### config.mk
export PLATFORM = sky130hd
export DESIGN_NAME = rotating_cal_seq
export DESIGN_NICKNAME = d
export VERILOG_FILES = /design/src/rtl/cal_seq_pkg.sv /design/src/rtl/cal_ovl_timer.sv /design/src/rtl/cal_rot_fsm.sv /design/src/rtl/cal_switch_drv.sv /design/src/rtl/rotating_cal_seq.sv
export SDC_FILE = /design/constraint.sdc
export NUM_CORES = 1
export LEC_CHECK = 0
export ABC_AREA = 1
export CAP_MARGIN = 5
export CORE_MARGIN = 2
export CORE_UTILIZATION = 45
export CTS_CLUSTER_SIZE = 25
export DETAILED_ROUTE_END_ITERATION = 6
export GPL_TIMING_DRIVEN = 0
export PLACE_DENSITY_LB_ADDON = 0.15
export SLEW_MARGIN = 30
export SYNTH_ARGS = -nofsm -noshare
export SYNTH_HDL_FRONTEND = slang
export SYNTH_HIERARCHICAL = 1
export SYNTH_SLANG_ARGS = --single-unit
### constraint.sdc
create_clock -name clk -period 3.06 [get_ports clk]
set_input_delay 0.459 -clock clk [delete_from_list [all_inputs] [get_ports clk]]
set_output_delay 0.459 -clock clk [all_outputs]
set_load 0.05 [all_outputs]
### src/rtl/cal_seq_pkg.sv
package cal_seq_pkg;
  typedef enum logic [1:0] {
    ST_IDLE = 2'd0,
    ST_CAL  = 2'd1,
    ST_OVL  = 2'd2
  } seq_state_e;
endpackage

### src/rtl/cal_ovl_timer.sv
module cal_ovl_timer #(
  parameter int OVL_W = 8
) (
  input  logic             clk,
  input  logic             rst_n,
  input  logic             load_i,
  input  logic [OVL_W-1:0] len_i,
  output logic             done_o
);
  logic [OVL_W-1:0] cnt_q;

  always_ff @(posedge clk or negedge rst_n) begin
    if (!rst_n) begin
      cnt_q <= '0;
    end else if (load_i) begin
      cnt_q <= (len_i == '0) ? OVL_W'(1) : len_i;
    end else if (cnt_q != '0) begin
      cnt_q <= cnt_q - 1'b1;
    end
  end

  assign done_o = (cnt_q == OVL_W'(1));

  // a zero length still yields a one-cycle window
  p_zero_len_r8: assert property (@(posedge clk) disable iff (!rst_n)
    (load_i && len_i == '0) |=> done_o);
endmodule

### src/rtl/cal_rot_fsm.sv
module cal_rot_fsm
  import cal_seq_pkg::*;
#(
  parameter int N_OUT = 3,
  parameter int IDX_W = $clog2(N_OUT + 1)
) (
  input  logic             clk,
  input  logic             rst_n,
  input  logic             start_i,
  input  logic             cal_done_i,
  input  logic             tmr_done_i,
  output logic             tmr_load_o,
  output logic [IDX_W-1:0] idx_o,
  output logic [N_OUT-1:0] pos_o,
  output logic [IDX_W-1:0] osel_o,
  output logic             ovl_o
);
  localparam logic [IDX_W-1:0] LAST_IDX = IDX_W'(N_OUT);
  localparam logic [IDX_W-1:0] TOP_SEL  = IDX_W'(N_OUT - 1);

  seq_state_e       state_q, state_d;
  logic [IDX_W-1:0] idx_q, idx_d, osel_q, osel_d;
  logic [N_OUT-1:0] pos_q, pos_d;
  logic             load;
  logic             wrap;

  assign wrap = (idx_q == LAST_IDX);

  always_comb begin
    state_d = state_q;
    idx_d   = idx_q;
    osel_d  = osel_q;
    pos_d   = pos_q;
    load    = 1'b0;
    unique case (state_q)
      ST_IDLE: if (start_i) state_d = ST_CAL;
      ST_CAL: begin
        if (cal_done_i) begin
          state_d = ST_OVL;
          osel_d  = wrap ? TOP_SEL : idx_q;
          load    = 1'b1;
        end
      end
      ST_OVL: begin
        if (tmr_done_i) begin
          for (int k = 0; k < N_OUT; k++) begin
            if (osel_q == IDX_W'(k)) pos_d[k] = ~pos_q[k];
          end
          if (wrap && osel_q != '0) begin
            osel_d = osel_q - 1'b1;
            load   = 1'b1;
          end else begin
            state_d = ST_CAL;
            idx_d   = wrap ? '0 : idx_q + 1'b1;
          end
        end
      end
      default: state_d = ST_IDLE;
    endcase
  end

  always_ff @(posedge clk or negedge rst_n) begin
    if (!rst_n) begin
      state_q <= ST_IDLE;
      idx_q   <= LAST_IDX;
      osel_q  <= '0;
      pos_q   <= '1;
    end else begin
      state_q <= state_d;
      idx_q   <= idx_d;
      osel_q  <= osel_d;
      pos_q   <= pos_d;
    end
  end

  assign tmr_load_o = load;
  assign idx_o      = idx_q;
  assign pos_o      = pos_q;
  assign osel_o     = osel_q;
  assign ovl_o      = (state_q == ST_OVL);

  // the index only ever steps to its rotation successor
  p_idx_step_r6: assert property (@(posedge clk) disable iff (!rst_n)
    !$stable(idx_q) |-> (idx_q == (($past(idx_q) == LAST_IDX) ? '0 : $past(idx_q) + 1'b1)));
  // the index never moves while an overlap continues
  p_idx_hold_r6: assert property (@(posedge clk) disable iff (!rst_n)
    (state_q == ST_OVL && !tmr_done_i) |=> $stable(idx_q));
  // no activity before the enable has been seen
  p_idle_quiet_r4: assert property (@(posedge clk) disable iff (!rst_n)
    (state_q == ST_IDLE) |=> (state_q != ST_OVL));
  // the wrap ripple runs downward, one selector per step
  p_ripple_down_r7: assert property (@(posedge clk) disable iff (!rst_n)
    (state_q == ST_OVL && $past(state_q) == ST_OVL && !$stable(osel_q))
      |-> (osel_q == $past(osel_q) - 1'b1));
endmodule

### src/rtl/cal_switch_drv.sv
module cal_switch_drv #(
  parameter int N_OUT = 3,
  parameter int IDX_W = $clog2(N_OUT + 1)
) (
  input  logic             clk,
  input  logic             rst_n,
  input  logic [IDX_W-1:0] idx_i,
  input  logic [N_OUT-1:0] pos_i,
  input  logic [IDX_W-1:0] osel_i,
  input  logic             ovl_i,
  output logic [N_OUT:0]   iso_o,
  output logic [N_OUT-1:0] up_o,
  output logic [N_OUT-1:0] dn_o
);
  for (genvar c = 0; c <= N_OUT; c++) begin : g_iso
    assign iso_o[c] = !ovl_i && (idx_i == IDX_W'(c));
  end

  for (genvar k = 0; k < N_OUT; k++) begin : g_sel
    logic both;
    assign both  = ovl_i && (osel_i == IDX_W'(k));
    assign up_o[k] = pos_i[k] | both;
    assign dn_o[k] = ~pos_i[k] | both;

    // settled selector follows the thermometer of the index
    p_therm_r3: assert property (@(posedge clk) disable iff (!rst_n)
      !ovl_i |-> (up_o[k] == (idx_i > IDX_W'(k)) && dn_o[k] == !(idx_i > IDX_W'(k))));
  end

  // at most one reference switch, none during overlap
  p_iso_single_r2: assert property (@(posedge clk) disable iff (!rst_n)
    $onehot0(iso_o) && (ovl_i -> iso_o == '0) && (!ovl_i -> iso_o != '0));
  // no output is ever left floating
  p_no_float_r9: assert property (@(posedge clk) disable iff (!rst_n)
    (up_o | dn_o) == '1);
  // overlap flag matches exactly one doubly closed selector
  p_one_overlap_r10: assert property (@(posedge clk) disable iff (!rst_n)
    $countones(up_o & dn_o) == (ovl_i ? 1 : 0));
  // the reference switch closes as the overlap ends
  p_iso_after_r6: assert property (@(posedge clk) disable iff (!rst_n)
    $fell(ovl_i) |-> iso_o[idx_i]);
endmodule

### src/rtl/rotating_cal_seq.sv
module rotating_cal_seq #(
  parameter int N_OUT = 3,
  parameter int OVL_W = 8,
  localparam int IDX_W = $clog2(N_OUT + 1)
) (
  input  logic             clk,
  input  logic             rst_n,
  input  logic             start_i,
  input  logic             cal_done_i,
  input  logic [OVL_W-1:0] ovl_len_i,
  output logic [N_OUT:0]   iso_en_o,
  output logic [N_OUT-1:0] sel_up_o,
  output logic [N_OUT-1:0] sel_dn_o,
  output logic [IDX_W-1:0] cal_idx_o,
  output logic             ovl_active_o
);
  logic             tmr_load, tmr_done, ovl;
  logic [N_OUT-1:0] pos;
  logic [IDX_W-1:0] osel;

  cal_ovl_timer #(.OVL_W(OVL_W)) u_timer (
    .clk(clk), .rst_n(rst_n), .load_i(tmr_load),
    .len_i(ovl_len_i), .done_o(tmr_done)
  );

  cal_rot_fsm #(.N_OUT(N_OUT), .IDX_W(IDX_W)) u_fsm (
    .clk(clk), .rst_n(rst_n), .start_i(start_i), .cal_done_i(cal_done_i),
    .tmr_done_i(tmr_done), .tmr_load_o(tmr_load), .idx_o(cal_idx_o),
    .pos_o(pos), .osel_o(osel), .ovl_o(ovl)
  );

  cal_switch_drv #(.N_OUT(N_OUT), .IDX_W(IDX_W)) u_drv (
    .clk(clk), .rst_n(rst_n), .idx_i(cal_idx_o), .pos_i(pos),
    .osel_i(osel), .ovl_i(ovl), .iso_o(iso_en_o),
    .up_o(sel_up_o), .dn_o(sel_dn_o)
  );

  assign ovl_active_o = ovl;
endmodule

# Word-level counts from Yosys, hierarchy flattened
# Cells that the tools add are included.
op_classes:
  add_sub_neg: 3
  eq_ne: 13
  n_mux: 18
  bitwise_logic: 10
  n_reduce_logical: 23
ops:
  columns: ["op", "count"]
  rows:
  - ["8-bit 2-to-1 mux", 3]
  - ["2-bit 2-to-1 mux", 9]
  - ["3-bit AND reduction", 4]
  - ["2-bit != test (second input constant)", 5]
  - ["2-bit == test (second input constant)", 4]
  - ["8-bit by 1-bit == test with 1-bit output (second input constant)", 1]
  - ["1-bit logical AND", 8]
  - ["8-bit logical NOT", 1]
  - ["4-bit AND reduction", 2]
  - ["8-bit nonzero test", 1]
  - ["8-bit by 1-bit subtractor with 8-bit output (second input constant)", 1]
  - ["2-bit by 1-bit == test with 1-bit output (second input constant)", 3]
  - ["2-bit logical NOT", 3]
  - ["1-bit OR", 6]
  - ["2-bit case mux with 3 select lines", 1]
  - ["2-bit nonzero test", 3]
  - ["1-bit inverter", 4]
  - ["2-bit case mux with 2 select lines", 1]
  - ["1-bit 2-to-1 mux", 3]
  - ["2-bit by 1-bit adder with 2-bit output (second input constant)", 1]
  - ["1-bit case mux with 2 select lines", 1]
  - ["2-bit by 1-bit subtractor with 2-bit output (second input constant)", 1]
  - ["1-bit logical NOT", 1]
totals:
  ff_bits: 17
  in_bits: 12
  output_inout_bits: 13
  word_cells: 74

# Longest topological paths before layout
# Gate-level depths: netlist of the first run.
depth:
  depth_word: 6
  mapped_depth: 14
  mapped_depth_nobuf: 14

# By module
# Netlist of the first run, hierarchy kept.
by_module_without_submodules:
  columns: ["mod", "instances", "cells_each", "area_each_um2", "seq_area_each_um2"]
  rows:
  - ["cal_ovl_timer", 1, 85, 616.8, 200.2]
  - ["cal_rot_fsm", 1, 77, 606.8, 231.5]
  - ["cal_switch_drv", 1, 22, 87.6, 0.0]

# Worst setup path before layout of the first run
# OpenSTA, ideal clock, no wires.
synth_timing:
  kind: "reg2out"
  start: "register u_fsm.state_q[0]"
  end: "output iso_en_o[0]"
  t_arrival_ns: 2.108
  t_required_ns: 2.601
  setup_slack_ns: 0.493
  stages_incl_launch_ff: 4
  path_buffers: 0
  cell_sequence: "dfrtp_1 -> inv_1 -> ha_1 -> nor3_1"
synth_via:
  elab_chain_len: 3
synth_rtl:
  columns: ["item", "line", "text"]
  rows:
  - ["start, declared", "cal_rot_fsm.sv:21", "seq_state_e state_q, state_d;"]
  - ["start signal, assigned", "cal_rot_fsm.sv:69", "state_q <= state_d;"]
  - ["2-bit == test", "cal_rot_fsm.sv:80", "assign ovl_o = (state_q == ST_OVL);"]
  - ["named net ovl_active_o", "rotating_cal_seq.sv:15", "output logic ovl_active_o"]
  - ["1-bit logical NOT", "cal_switch_drv.sv:16", "assign iso_o[c] = !ovl_i && (idx_i == IDX_W'(c));"]
  - ["1-bit logical AND", "cal_switch_drv.sv:16", null]
  - ["end, declared", "rotating_cal_seq.sv:11", "output logic [N_OUT:0] iso_en_o,"]
# The timed path passes the listed nets, and every way through them passes these cells.

# Final worst setup path of the first run
layout_timing:
  start: "register u_fsm.state_q[0]"
  end: "output sel_dn_o[1]"
layout_via:
  elab_chain_len: 3
layout_rtl:
  columns: ["item", "line", "text"]
  rows:
  - ["2-bit == test", "cal_rot_fsm.sv:80", null]
  - ["1-bit logical AND", "cal_switch_drv.sv:21", "assign both = ovl_i && (osel_i == IDX_W'(k));"]
  - ["1-bit OR", "cal_switch_drv.sv:23", "assign dn_o[k] = ~pos_i[k] | both;"]
  - ["end, declared", "rotating_cal_seq.sv:13", "output logic [N_OUT-1:0] sel_dn_o,"]
# No other way between the ends.

==> flow_metrics.env, run 1 <==
export IMPL_final_cells=243
export IMPL_die_w_um=58.0
export IMPL_cp_start_kind="register"
export IMPL_status="finished, final reports clean"
export IMPL_hold_class="reg -> reg"
export IMPL_grt_max_degree=18
export IMPL_grt_usage=0.172
export IMPL_rsz0062_at_grt="no"
export IMPL_cts_sinks=17
export IMPL_antenna_diode_count=0
export IMPL_clk_pin_slew_ns=0.10
export IMPL_reg2reg_depth=10
export IMPL_h_tree_depth=1
export IMPL_final_min_clock_period_ns=2.83
export IMPL_insertion_delay_ns=0.29
export IMPL_dp_cells=239
export IMPL_cp_max_fo=14
export IMPL_holdPathEnd="u_fsm/pos_o[2]"
export IMPL_antenna_found_initial=0
export IMPL_vias=1157
export IMPL_finalPower_mw=1.27
export IMPL_syn_inst=184
export IMPL_ioPinCount=25
export IMPL_drc=0
export IMPL_critical_path_class="reg -> out"
export IMPL_critPathLaunch="u_fsm/state_q[0]"
export IMPL_cp_required_ns=2.60
export IMPL_yosysMostFrequentCell="nand2_1"
export IMPL_design_area_um2=1620
export IMPL_cts_resized_gates=0
export IMPL_detail_route_antenna_nets=0
export IMPL_gp_congestion=0.794
export IMPL_ys_warn_count=6
export IMPL_synth_async_reset_ratio=1.00
export IMPL_nFillCells=272
export IMPL_yosysTopAreaCell="dfrtp_1"
export IMPL_end_kind="output pin"
export IMPL_fmax_mhz=353
export IMPL_die_area_um2=3360
export IMPL_num_rows=19
export IMPL_core_area_um2=2760
export IMPL_fin_tns_setup_ns=0
export IMPL_setup_viol=0
export IMPL_start_util=0.475
export IMPL_io_buffers=24
export IMPL_cts_tree="done"
export IMPL_min_from="u_fsm/pos_o[2]"
export IMPL_synthToLayoutAreaGrowth_pct=23.3
export IMPL_netlist_top_cells_count="nand2_1 (51), inv_1 (30), nor2_1 (30), dfrtp_1 (12), ha_1 (12)"
export IMPL_overflow=0
export IMPL_reg2reg_from="u_fsm/state_q[0]"
export IMPL_cts_buffers=3
export IMPL_synth_top_area_frac=0.229
export IMPL_cp_arrival_ns=2.37
export IMPL_slew_headroom=0.492
export IMPL_fin_nets=237
export IMPL_dp_hpwl_um=2080
export IMPL_die_h_um=58.0
export IMPL_power_density_nw_per_um2=787
export IMPL_hold_buffers=0
export IMPL_first_global_vias=1046
export IMPL_fin_hold_ws_ns=0.503
export IMPL_synth_cell_types=22
export IMPL_fin_worst_skew_ns=0.00595
export IMPL_syn_mean_instance_area_um2=7.13
export IMPL_rrSetupSlack_ns=0.60
export IMPL_syn_num_nets=208
export IMPL_via_per_inst=4.76
export IMPL_post_cts_setup_buffers=0
export IMPL_ys_top_cells_by_area="dfrtp_1 (23%), nand2_1 (15%), ha_1 (11%), dfstp_2 (10%), inv_1 (8.6%)"
export IMPL_multi_input_area_um2=756
export IMPL_fin_crit_sh=0.925
export IMPL_wl_per_cell_um=10.7
export IMPL_drt_iter0_drc=67
export IMPL_grt_pass1_wl_um=4500
export IMPL_hold_depth=1
export IMPL_place_area_um2=1590
export IMPL_regArea_um2=432
export IMPL_clk_path_buf_depth=2
export IMPL_irDropWorstVdd_mv=0.528
export IMPL_max_slew_worst_pin_slew_ns=0.760
export IMPL_synth_edf_count=0
export IMPL_wirelength_um=2600
export IMPL_r2r_end="u_timer/cnt_q[7]"
export IMPL_yosysSeqAreaShare=0.329
export IMPL_p_leak_nw=0.800
export IMPL_ys_seq_elements=17
export IMPL_firstDrtPassIters=4
export IMPL_root_buffer="clkbuf_4"
export IMPL_drv_slew=0
export IMPL_final_layout_size_suffix_gt1_frac=0.0896
export IMPL_cap_viol_max_count=0
export IMPL_synth_area_um2=1310
export IMPL_report_final_hold_viol_count=0
export IMPL_synth_ff_type="dfrtp_1"
-- worst max path at each step --
stage                   to
2_1_floorplan  iso_en_o[0]
3_3_place_gp   sel_dn_o[1]
3_5_place_dp   sel_dn_o[1]
4_1_cts        sel_dn_o[1]
5_1_grt        sel_dn_o[1]
6_report       sel_dn_o[1]
-- placed cells by master (no fill, tap or decap) --
cell type        netlist  routed
nor3_1                 5       5
nand3_4                2       2
a21boi_1               1       1
buf_6                  1       1
nor2_4                 2       2
nor2_8                 1       1
nor2_2                 3       3
o22ai_1                5       5
inv_1                 30      30
nor2_1                30      30
clkbuf_4               0       3
nand3_1                7       7
nand2_2                1       1
a21oi_2                1       1
dfrtp_1               12      12
o21bai_1               2       2
a21oi_1                5       5
ha_1                  12      12
xnor2_1                2       2
nand2_1               51      51
xor2_1                 1       1
dfstp_2                5       5
o21ai_0                5       5
clkbuf_1               0       1
clkdlybuf4s50_1        0      24
-- state kept, by name, indices dropped and copies added (netlist names) --
name	count
u_timer/cnt_q	8
u_fsm/pos_o	3
u_fsm/idx_o	2
u_fsm/osel_o	2
u_fsm/state_q	2
-- through the flow --
stage           util  worst slack [ns]
3_5_place_dp   0.577             0.555
6_report       0.586             0.229
5_1_grt        0.586            0.0860
4_1_cts        0.586             0.213
2_1_floorplan      -             0.493
3_3_place_gp   0.577             0.615
-- layout make-up --
type / instances / share of cell area
sequential: 17 / 0.267
multi-input combinational: 136 / 0.467
timing repair buffer: 24 / 0.149
tap: 31 / 0.0240
inverter: 30 / 0.0697
clock buffer: 4 / 0.0163
buffer: 1 / 0.00697
-- report_power, final --
group          total [mW]  leakage [nW]  switching [mW]  internal, mW
combinational       0.749         0.590           0.476         0.273
clock               0.123        0.0150          0.0723        0.0507
sequential          0.399         0.195          0.0886         0.311
total                1.27         0.800           0.637         0.635
-- layer usage --
layer	track usage	share of wire
met1	0.241	0.50
met2	0.269	0.46
met3	0.0268	0.038
met5	0	0
met4	0.0598	0.0046
-- critical path, cell delays in order (launching register included) --
cell             delay (ns)
dfrtp_1                0.42
inv_1                  0.11
ha_1                   0.49
nand3_1                0.17
nand2_1                0.09
clkdlybuf4s50_1        0.79
-- cell families after synthesis --
logic type      Yosys count  synth area share
simple gates            102             0.356
fa+ha+maj                12             0.115
buf+inv                  31            0.0945
flops                    17             0.329
xor+xnor                  3            0.0200
compound gates           19            0.0859
(Power assumes the default switching activity.)
==> run 2: changes to the inputs <==
- CORE_MARGIN: 2 -> not set
==> flow_metrics.env, run 2 (same netlist as run 1, synthesis figures left out) <==
export IMPL_status="finished, final reports clean"
export IMPL_grt_max_degree=18
export IMPL_first_global_vias=1066
export IMPL_cts_sinks=17
export IMPL_drc=0
export IMPL_critPathMaxStageDelay_ns=0.79
export IMPL_antenna_diode_count=0
export IMPL_die_area_um2=3130
export IMPL_post_cts_setup_buffers=0
export IMPL_cap_viol_max_count=0
export IMPL_cp_max_fo=14
export IMPL_io_buffers=24
export IMPL_h_tree_depth=1
export IMPL_cp_arrival_ns=2.36
export IMPL_drv_slew=0
export IMPL_nFillCells=260
export IMPL_reg2reg_depth=10
export IMPL_cp_start_kind="register"
export IMPL_fin_tns_setup_ns=0
export IMPL_die_w_um=56.0
export IMPL_setup_viol=0
export IMPL_reg2reg_from="u_fsm/state_q[0]"
export IMPL_clk_path_buf_depth=2
export IMPL_cp_cell_sequence="inv_1, ha_1, nand3_1, nand2_1, clkdlybuf4s50_1"
export IMPL_grt_pass1_wl_um=4590
export IMPL_pre_cts_slack_ns=0.559
export IMPL_max_slew_worst_pin_slew_ns=0.768
export IMPL_synthToLayoutAreaGrowth_pct=23.4
export IMPL_rsz0062_at_grt="no"
export IMPL_cp_required_ns=2.60
export IMPL_regArea_um2=432
export IMPL_design_area_um2=1620
export IMPL_place_area_um2=1590
export IMPL_p_leak_nw=0.803
export IMPL_multi_input_area_um2=756
export IMPL_dp_hpwl_um=2050
export IMPL_cts_buffers=3
export IMPL_gp_congestion=0.783
export IMPL_grt_usage=0.188
export IMPL_fin_nets=237
export IMPL_fin_hold_ws_ns=0.499
export IMPL_power_density_nw_per_um2=787
export IMPL_dp_cells=239
export IMPL_fin_worst_skew_ns=0.00290
export IMPL_via_per_inst=4.88
export IMPL_final_cells=243
export IMPL_num_rows=19
export IMPL_insertion_delay_ns=0.29
export IMPL_r2r_end="u_timer/cnt_q[7]"
export IMPL_fmax_mhz=355
export IMPL_critical_path_class="reg -> out"
export IMPL_overflow=0
export IMPL_hold_buffers=0
export IMPL_fin_crit_sh=0.920
export IMPL_end_kind="output pin"
export IMPL_wirelength_um=2600
export IMPL_min_from="u_fsm/pos_o[1]"
export IMPL_regMostFlops="u_timer/cnt_q"
export IMPL_irDropWorstVdd_mv=0.536
export IMPL_finalPower_mw=1.27
export IMPL_final_util=0.587
export IMPL_cp_slowest_cell="clkdlybuf4s50_1"
export IMPL_core_area_um2=2760
export IMPL_final_common_cell="nand2_1"
export IMPL_die_h_um=56.0
export IMPL_clk_pin_slew_ns=0.10
export IMPL_detail_route_antenna_nets=0
export IMPL_hold_depth=1
export IMPL_firstDrtPassIters=4
export IMPL_rrSetupSlack_ns=0.64
export IMPL_vias=1186
export IMPL_wl_per_cell_um=10.7
export IMPL_antenna_found_initial=0
export IMPL_timing_final_ws_setup_ns=0.244
export IMPL_largest_reg_flops=8
export IMPL_report_final_hold_viol_count=0
export IMPL_drt_iter0_drc=47
export IMPL_ioPinCount=25
export IMPL_slew_headroom=0.486
export IMPL_final_layout_size_suffix_gt1_frac=0.0943
export IMPL_start_util=0.475
export IMPL_hold_class="reg -> reg"
export IMPL_final_min_clock_period_ns=2.82
export IMPL_layout_common_cells="nand2_1 (51), nor2_1 (30), inv_1 (30), clkdlybuf4s50_1 (24)"
export IMPL_cts_tree="done"
export IMPL_cts_resized_gates=0
export IMPL_root_buffer="clkbuf_4"
export IMPL_holdPathEnd="u_fsm/pos_o[1]"
[run 2: cell type report]
| cell class | count | share of cell area |
|---|---|---|
| timing repair buffer | 24 | 0.148 |
| clock inverter | 1 | 0.00309 |
| clock buffer | 3 | 0.0139 |
| tap | 31 | 0.0240 |
| inverter | 30 | 0.0696 |
| buffer | 1 | 0.00696 |
| sequential | 17 | 0.267 |
| multi-input combinational | 136 | 0.467 |
[run 2: routing by layer]
layer | vias up | track usage | part of all wire
met5 | - | 0 | 0
met4 | 0 | 0.0697 | 0.0050
met3 | 2 | 0.0465 | 0.051
met2 | 20 | 0.303 | 0.47
met1 | 539 | 0.243 | 0.47
li1 | 625 | - | -
[run 2: critical path, delay by kind of cell, from the launching register on]
kind | cells | cell delay, ns
DFF | 1 | 0.42
adders and majority gates | 1 | 0.48
buffers and inverters | 2 | 0.90
and+or+nand+nor | 2 | 0.26
[run 2: where the power goes]
group / internal [mW] / switching [mW] / total (mW)
clock: 0.0486 / 0.0713 / 0.120
sequential: 0.311 / 0.0875 / 0.398
combinational: 0.274 / 0.482 / 0.756
[run 2: worst max path at each step]
| stage | from | endpoint | slack [ns] |
|---|---|---|---|
| floorplan | u_fsm/state_q[0] | iso_en_o[0] | 0.49 |
| global placement | u_fsm/state_q[0] | sel_dn_o[1] | 0.62 |
| detailed placement | u_fsm/state_q[0] | sel_dn_o[1] | 0.56 |
| CTS | u_fsm/state_q[0] | sel_dn_o[1] | 0.22 |
| global route | u_fsm/state_q[0] | sel_dn_o[1] | 0.06 |
| finish | u_fsm/state_q[0] | sel_dn_o[1] | 0.24 |
==> run 3: changes to the inputs <==
- ABC_CLOCK_PERIOD_IN_PS: not set -> 3060
- SLEW_MARGIN: 30 -> not set
- TNS_END_PERCENT: not set -> 100
==> results of run 3 <==
Same layout as run 2: the final DEF is identical, and so are final timing and power.
